**config.mk**
```make
export PLATFORM = sky130hd
export DESIGN_NAME = ddr_sio_b2
export DESIGN_NICKNAME = d
export VERILOG_FILES = /design/src/rtl/ddr_sio_b2.sv
export SDC_FILE = /design/constraint.sdc
export NUM_CORES = 1
export LEC_CHECK = 0
export BUFFER_PORTS_ARGS = -buffer_cell sky130_fd_sc_hd__buf_4
export CAP_MARGIN = 5
export CELL_PAD_IN_SITES_DETAIL_PLACEMENT = 1
export CELL_PAD_IN_SITES_GLOBAL_PLACEMENT = 1
export CORE_ASPECT_RATIO = 1.1
export CORE_UTILIZATION = 25
export DETAILED_ROUTE_END_ITERATION = 7
export HOLD_SLACK_MARGIN = 0.12
export PLACE_DENSITY_LB_ADDON = 0.1
export SYNTH_ARGS = -nofsm -noshare
export SYNTH_HDL_FRONTEND = slang
export SYNTH_SLANG_ARGS = --single-unit
```
**constraint.sdc**
```tcl
create_clock -name clk -period 4.3 [get_ports clk]
set_clock_uncertainty 0.1 [all_clocks]
set_input_delay 0.43 -clock clk [delete_from_list [all_inputs] [get_ports clk]]
set_output_delay 0.43 -clock clk [all_outputs]
set_load 0.01 [all_outputs]
```
**src/rtl/ddr_sio_b2.sv**
```systemverilog
module ddr_sio_b2 #(
  parameter int AW = 4,
  parameter int DW = 8
) (
  input  logic          clk,
  input  logic          rst,
  output logic          k_slot,
  input  logic          cmd_n,
  input  logic          is_read,
  input  logic [AW-1:0] addr,
  input  logic [DW-1:0] wdata,
  output logic [DW-1:0] rdata,
  output logic          rvalid
);
  localparam int DEPTH = 1 << AW;
  localparam int WW    = 2 * DW;

  logic          ph;
  logic          c_wr, c_rd, w_go, r_go, r_act;
  logic [AW-1:0] c_addr, w_addr, r_addr;
  logic [DW-1:0] w_lo, r_hi;
  logic [WW-1:0] mem [DEPTH];

  assign k_slot = ~ph;

  always_ff @(posedge clk) begin
    if (rst) begin
      ph     <= 1'b0;
      c_wr   <= 1'b0;
      c_rd   <= 1'b0;
      c_addr <= '0;
      w_go   <= 1'b0;
      r_go   <= 1'b0;
      w_addr <= '0;
      r_addr <= '0;
      w_lo   <= '0;
      r_hi   <= '0;
      r_act  <= 1'b0;
      rdata  <= '0;
      rvalid <= 1'b0;
    end else begin
      ph <= ~ph;
      if (!ph) begin
        c_wr   <= ~cmd_n & ~is_read;
        c_rd   <= ~cmd_n &  is_read;
        c_addr <= addr;
        w_go   <= c_wr;
        w_addr <= c_addr;
        r_go   <= c_rd;
        r_addr <= c_addr;
        if (c_wr) w_lo <= wdata;
        rdata  <= r_act ? r_hi : '0;
        rvalid <= r_act;
      end else begin
        r_act  <= r_go;
        rvalid <= r_go;
        if (r_go) begin
          rdata <= mem[r_addr][DW-1:0];
          r_hi  <= mem[r_addr][WW-1:DW];
        end else begin
          rdata <= '0;
        end
      end
    end
  end

  always_ff @(posedge clk) begin
    if (!rst && ph && w_go) mem[w_addr] <= {wdata, w_lo};
  end

  // command slots alternate with half slots
  p_phase_alt_r8: assert property (@(posedge clk) disable iff (rst)
    ph |=> !ph);

  // a floating bus carries zeros
  p_idle_zero_r4: assert property (@(posedge clk) disable iff (rst)
    !rvalid |-> rdata == '0);

  // a burst can only start on the half edge
  p_burst_start_r2: assert property (@(posedge clk) disable iff (rst)
    $rose(rvalid) |-> !ph);

  // beat 0 is always followed by beat 1
  p_beat_pair_r2: assert property (@(posedge clk) disable iff (rst)
    (rvalid && !ph) |=> rvalid);

  // an idle slot yields no read beat
  p_idle_slot_r1: assert property (@(posedge clk) disable iff (rst)
    (!ph && cmd_n) |-> ##4 !rvalid);
endmodule

```
==> results of run 1 <==
-- area by class of cell --
cell class	count	area [um^2]
sequential	298	8530
inverter	1	3.75
clock inverter	18	160
clock buffer	43	916
tap	581	727
fill	4525	31100
timing repair buffer	51	398
multi-input combinational	220	2550
-- cell families after synthesis --
kind of cell,Yosys count
flops,298
compound gates,47
simple gates,69
mux,104
buf+inv,28
-- per-stage QoR --
step / area, um^2 / cells / setup WS [ns] / power, mW
floorplan: 11200 / 546 / 1.54 / 3.34
global placement: 12200 / 1145 / 1.54 / 3.42
detailed placement: 12200 / 1145 / 1.51 / 3.42
CTS: 13300 / 1212 / 1.68 / 6.27
global route: 13300 / 1212 / 1.55 / 6.38
finish: 13300 / 1212 / 1.75 / 6.17
-- cells in the final DEF, fill, tap and decap left out, types with 3 or more instances in the layout --
cell type | synthesis | layout
edfxtp_1 | 256 | 256
mux4_2 | 51 | 51
buf_4 | 4 | 45
dfxtp_1 | 42 | 39
clkbuf_16 | 0 | 35
mux2i_1 | 24 | 24
nand2_1 | 20 | 20
mux2_2 | 18 | 18
a22oi_1 | 16 | 16
nor2_1 | 26 | 14
o21ai_1 | 14 | 14
a21oi_1 | 13 | 13
nor2_2 | 0 | 12
mux4_1 | 11 | 11
clkinv_2 | 0 | 7
clkbuf_1 | 4 | 7
clkinv_1 | 0 | 7
dlygate4sd3_1 | 0 | 6
nand2b_1 | 5 | 5
nor3_2 | 0 | 4
bufinv_16 | 0 | 3
-- final timing paths --
check	depth (start not counted)	endpoint	slack, ns	start
worst max-delay path	4	rdata[7]$_SDFF_PP0_	1.75	register
worst min register to register	2	r_go$_SDFFE_PP0N_	0.39	c_rd$_SDFFE_PP0N_
worst min-delay path	3	w_lo[6]$_SDFFE_PP0P_	0.17	wdata[6]
worst max register to register	4	rdata[7]$_SDFF_PP0_	1.75	register
-- registers in the layout, summed over array words and instances (netlist names), named ones only --
register / cells
r_hi: 8
c_wr: 1
r_go: 1
rdata: 8
r_act: 1
c_rd: 1
w_go: 1
w_lo: 8
r_addr: 4
ph: 1
c_addr: 4
mem: 256
-- power groups by stage --
stage	Combinational, mW	Sequential [mW]	Clock [mW]
global placement	0.171	3.25	0
CTS	0.178	3.19	2.91
floorplan	0.132	3.21	0
global route	0.188	3.19	3.01
detailed placement	0.173	3.25	0
finish	0.173	3.18	2.81
-- worst min-delay path: cells and delay by family --
kind / cells / cell delay, ns
compound gates: 1 / 0.05
buf+inv: 1 / 0.18
simple gates: 1 / 0.07
-- timing repair --
action	in CTS	in global routing
resized for setup	0	0
endpoints found under the hold margin	6	0
hold buffers	6	0
-- layer usage --
metal / wire [um] / vias up / GRT usage, %
met5: 0 / - / 0
met4: 537 / 0 / 3.59
met3: 882 / 41 / 2.26
met2: 14700 / 71 / 22.7
met1: 13300 / 2839 / 17.6
li1: - / 2364 / -
==> summary.txt, run 1 <==
Yosys
  • FFs w/ async S/R, synth: 0%
  • Syn_area_per_cell: just over 20 um^2
  • Synth Cell Area: between 10,000 and 15,000 um^2
  • Complex-gate fraction of the synthesized area: between 2 and 3%
  • Mux share of post-synthesis cell area: 16.7%
  • Area leader, netlist: edfxtp_1
  • Synthesized net count: approximately 560
  • Top FF cell, synth: edfxtp_1
  • Area share of the largest cell type after synthesis: about two thirds
  • Commonest cells in the netlist: edfxtp_1, mux4_2, dfxtp_1
  • Number of synthesized register bits: between 200 and 300
  • Simple-Gate Fraction of Synth Area: 2.97%
  • Sequential share of the synthesized area: 75.8%
  • Xor-xnor portion of the synthesized cell area: 0%
  • Synth cell types: 36
  • Yosys warns: 0
  • Top-count cell post-synth: edfxtp_1
  • Cell count after synthesis: 546
  • Post-synth EDFFs: between 200 and 300
  • Largest family of logic cells by synthesized area: multiplexers
  • Synth Area in Adders: 0%
  • Largest cells by area after synthesis: edfxtp_1, mux4_2, dfxtp_1

GRT
  • Total grt overflow: 0
  • Vias in the first global route: between 5,000 and 6,000
  • First-pass GRT wire length: 43.0 mm
  • Largest net degree at the start of global routing: 51
  • Total GRT Usage: approximately an eighth
  • Initial antenna violation count: 0

Critical path
  • Critical Path Sink Type: register
  • Crit path largest cell delay: between 1 and 1.5 ns
  • Crit-path max FO: 25
  • Buf/Inv on CP: 1
  • CP top delay family: flip-flops
  • Req. time, crit path: roughly 4.6 ns
  • Crit-path cells: buf_4, mux4_2, mux2i_1, o21ai_1
  • Slowest library cell on the worst path: dfxtp_2
  • Startpoint types: register
  • Critical Path AT: 2.83 ns
  • WS Path Type: register to register

Power
  • Clk network pwr share: between 40 and 50%
  • Lkg Pwr: just over 4 nW
  • Comb pwr share: about 2.8%
  • P_int: about 4.9 mW
  • VDD IR-drop max: around 0.22 mV
  • Switching Power: 1.26 mW
  • Sequential share of power: between 50% and 60%
  • Power Density: roughly 460 nW/um^2
  • Net Sw Frac: between 20% and 30%

STA
  • FMAX: a little under 400 MHz
  • Slew headroom: 18.6%
  • RSZ-0062 raised after global routing: false
  • Final-report hold violation count: 0
  • Setup TNS: 0 ns
  • Pins Over Slew Limit: 0
  • Fin Hold WS: ~0.17 ns
  • Tmin final: 2.55 ns
  • Final worst-path cycle share: about three fifths
  • Final setup viols: 0
  • Worst slew pin tran: about 1.2 ns

Routing
  • Drt wl/cell: about 24 um
  • Antenna Violating Nets Remaining: 0
  • 1st-iter DRT viols: between 300 and 400
  • WL final: about 30 mm
  • DR vias: roughly 5,300
  • # DRC: 0
  • Drt pass-1 iters: 4
  • Vias per inst: roughly 4.4

Clock network
  • Clk slew on worst S/H paths: around 0.060 ns
  • H-tree depth: 2
  • Root Driver: clkbuf_16
  • Setup bufs post-CTS: 0
  • Worst skew pair latency: 0.52 ns
  • Clock Sinks: between 200 and 300
  • Num CTS Buffers: 34
  • CTS tree: done
  • Clock tree buffer depth: 3

Hold path
  • HP Class: input pin to register

Placement
  • Final Wtd Congestion: about 0.70
  • Dpl hpwl: approximately 18 mm
  • PortBufs: 25

Layout
  • Fin util: approximately 30%
  • Area grow syn2layout: 18.2%
  • Nets: roughly 620
  • Share of layout cells above drive strength 1: 28.8%
  • Ant. Diodes: 0

Outcome
  • Status: finished clean

Floorplanning
  • Core area: 44,400 um^2
  • Initial Util: between 20% and 30%
  • Row Count: 81
  • Die Height: approximately 220 um
  • Die ar.: ~46,000 um^2
  • Boundary pin count: 26
  • Die Span X: 204 um

Job
  • Max cap viols: 0
(Power assumes the default switching activity.)
==> run 2, diff against run 1 <==
==> constraint.sdc (replaced) <==
create_clock -name clk -period 2.4 [get_ports clk]
set_clock_uncertainty 0.1 [all_clocks]
set_input_delay 0.24 -clock clk [delete_from_list [all_inputs] [get_ports clk]]
set_output_delay 0.24 -clock clk [all_outputs]
set_load 0.01 [all_outputs]
==> summary.txt, run 2 (synthesized netlist as in run 1, its figures left out) <==
Clock network
  • Worst skew pair latency: 0.51 ns (was 0.52 ns)
  • Root Driver: clkbuf_16 (unchanged)
  • CTS tree: done (unchanged)
  • H-tree depth: 2 (unchanged)
  • Clk slew on worst S/H paths: 0.06 ns (about the same)
  • Setup bufs post-CTS: 0 (unchanged)
  • Num CTS Buffers: 35 (was 34)
  • Clock tree buffer depth: 3 (unchanged)
  • Clock Sinks: 298 (unchanged)

Power
  • Sequential share of power: 49.2% (was 51.6%)
  • Switching Power: 2.30 mW (was 1.26 mW)
  • Lkg Pwr: 4.36 nW (was 4.12 nW)
  • Comb pwr share: 3.2% (was 2.8%)
  • VDD IR-drop max: 0.407 mV (was 0.223 mV)
  • Power Density: 833 nW/um^2 (was 464 nW/um^2)
  • Net Sw Frac: 19.9% (was 20.4%)
  • Clk network pwr share: 47.6% (was 45.6%)
  • P_int: 9.22 mW (was 4.91 mW)

GRT
  • Vias in the first global route: 6,261 (was 5,949)
  • Total grt overflow: 0 (unchanged)
  • Total GRT Usage: 13.5% (was 13.4%)
  • Largest net degree at the start of global routing: 37 (was 51)
  • First-pass GRT wire length: 43.5 mm (was 43.0 mm)
  • Initial antenna violation count: 0 (unchanged)

Critical path
  • Req. time, crit path: 2.68 ns (was 4.57 ns)
  • Startpoint types: register (unchanged)
  • Crit-path cells: buf_12, mux4_1, mux2_2, a22oi_1, o21ai_1 (was buf_4, mux4_2, mux2i_1, o21ai_1)
  • CP top delay family: multiplexers (was flip-flops)
  • CP Depth: 5 (was 4)
  • WS Path Type: register to register (unchanged)
  • Crit-path max FO: 11 (was 25)
  • Slowest library cell on the worst path: mux4_1 (was dfxtp_2)
  • Crit path largest cell delay: 0.58 ns (was 1.01 ns)
  • R2R cell count: 5 (was 4)
  • Buf/Inv on CP: 1 (unchanged)
  • Critical Path Sink Type: register (unchanged)
  • Critical Path AT: 2.48 ns (was 2.83 ns)

Layout
  • Ant. Diodes: 0 (unchanged)
  • Register area: 8530 um^2 (unchanged)
  • Layout fillers: 4,469 (was 4,525)
  • Commonest non-fill, non-tap cell in the layout: edfxtp_1 (unchanged)
  • Most flops, register: mem (unchanged)
  • Area grow syn2layout: 23.0% (was 18.2%)
  • Max FFs per register: 256 (unchanged)
  • Nets: 660 (was 622)
  • Share of layout cells above drive strength 1: 32.0% (was 28.8%)
  • Most frequent cells in the layout: edfxtp_1, buf_4, mux4_2 (was edfxtp_1, mux4_2, buf_4)
  • Area of the multi-input gates: 2570 um^2 (was 2550 um^2)

STA
  • Tmin final: 2.20 ns (was 2.55 ns)
  • FMAX: 454 MHz (was 391 MHz)
  • Fin Hold WS: 0.387 ns (was 0.170 ns)
  • Worst slew pin tran: 0.872 ns (was 1.22 ns)
  • RSZ-0062 raised after global routing: false (unchanged)
  • Setup TNS: 0 ns (unchanged)
  • Pins Over Slew Limit: 0 (unchanged)
  • Final worst-path cycle share: 91.8% (was 59.4%)
  • Final-report hold violation count: 0 (unchanged)
  • Final setup viols: 0 (unchanged)
  • Slew headroom: 41.7% (was 18.6%)

Hold path
  • HP Class: register to register (was input pin to register)
  • Hold depth: 2 (was 3)

Routing
  • 1st-iter DRT viols: 333 (was 309)
  • WL final: 29.5 mm (was 29.4 mm)
  • Antenna Violating Nets Remaining: 0 (unchanged)
  • DR vias: 5,459 (was 5,315)
  • Drt pass-1 iters: 5 (was 4)
  • Drt wl/cell: 23.6 um (was 24.3 um)
  • # DRC: 0 (unchanged)
  • Vias per inst: 4.37 (was 4.39)

Floorplanning
  • Boundary pin count: 26 (unchanged)
  • Die ar.: 45,800 um^2 (unchanged)
  • Initial Util: 25.3% (unchanged)
  • Die Span X: 204 um (unchanged)
  • Die Height: 224 um (unchanged)
  • Row Count: 81 (unchanged)
  • Core area: 44,400 um^2 (unchanged)

Job
  • Max cap viols: 0 (unchanged)

Placement
  • Final Wtd Congestion: 0.710 (was 0.700)
  • Dpl hpwl: 18.4 mm (was 18.3 mm)
  • PortBufs: 25 (unchanged)

Outcome
  • Status: finished clean (unchanged)
==> run 2: path summary, 6_finish.rpt <==
| path | to | slack, ns | from |
|---|---|---|---|
| worst max-delay path | rdata[1]$_SDFF_PP0_ | 0.20 | register |
| worst min-delay path | r_go$_SDFFE_PP0N_ | 0.39 | c_rd$_SDFFE_PP0N_ |
| worst max register to register | rdata[1]$_SDFF_PP0_ | 0.20 | register |
| worst min register to register | r_go$_SDFFE_PP0N_ | 0.39 | c_rd$_SDFFE_PP0N_ |
==> run 2: area by class of cell <==
cell class | instances | area share [%]
flip-flops and latches | 298 | 61.7
multi-input cells | 220 | 18.6
clock buffers | 46 | 7.08
repair buffers | 88 | 5.79
well taps | 581 | 5.26
clock inverters | 16 | 1.52
inverters | 1 | 0.0271
==> run 2: through the flow <==
step	total power [mW]	setup slack, ns	util, %	instances	instance area [um^2]
detailed placement	6.14	0.149	28.1	1172	12500
global route	11.9	0.0739	31.2	1250	13800
global placement	6.13	0.174	28.1	1172	12500
floorplan	5.98	0.0876	-	546	11300
finish	11.5	0.198	31.2	1250	13800
CTS	11.7	0.142	31.2	1250	13800
==> run 2: layer usage <==
| layer | GRT usage, % | share of wire, % | vias up |
|---|---|---|---|
| met4 | 3.71 | 1.8 | 0 |
| met2 | 23.1 | 51 | 97 |
| met1 | 17.4 | 43 | 2897 |
| met5 | 0 | 0 | - |
| met3 | 2.39 | 4.2 | 35 |
| li1 | - | - | 2430 |
==> run 2: power groups by stage <==
stage / Clock, mW / Sequential, mW / Combinational (mW)
2_1_floorplan: 0 / 5.75 / 0.237
5_1_grt: 5.84 / 5.67 / 0.402
6_report: 5.48 / 5.67 / 0.368
4_1_cts: 5.66 / 5.67 / 0.379
3_3_place_gp: 0 / 5.78 / 0.350
3_5_place_dp: 0 / 5.78 / 0.357
==> run 2: worst register-to-register path, delay by kind of cell (launching register included) <==
kind	cells	cell delay, ns
AO/OA/AOI/OAI	2	0.34
multiplexers	2	0.88
buffers and inverters	1	0.20
flip-flops	1	0.54
==> run 2: timing repair <==
| action | in CTS | in global routing |
|---|---|---|
| resized for setup | 0 | 0 |
| hold buffers | 16 | 0 |
| endpoints found under the hold margin | 143 | 0 |
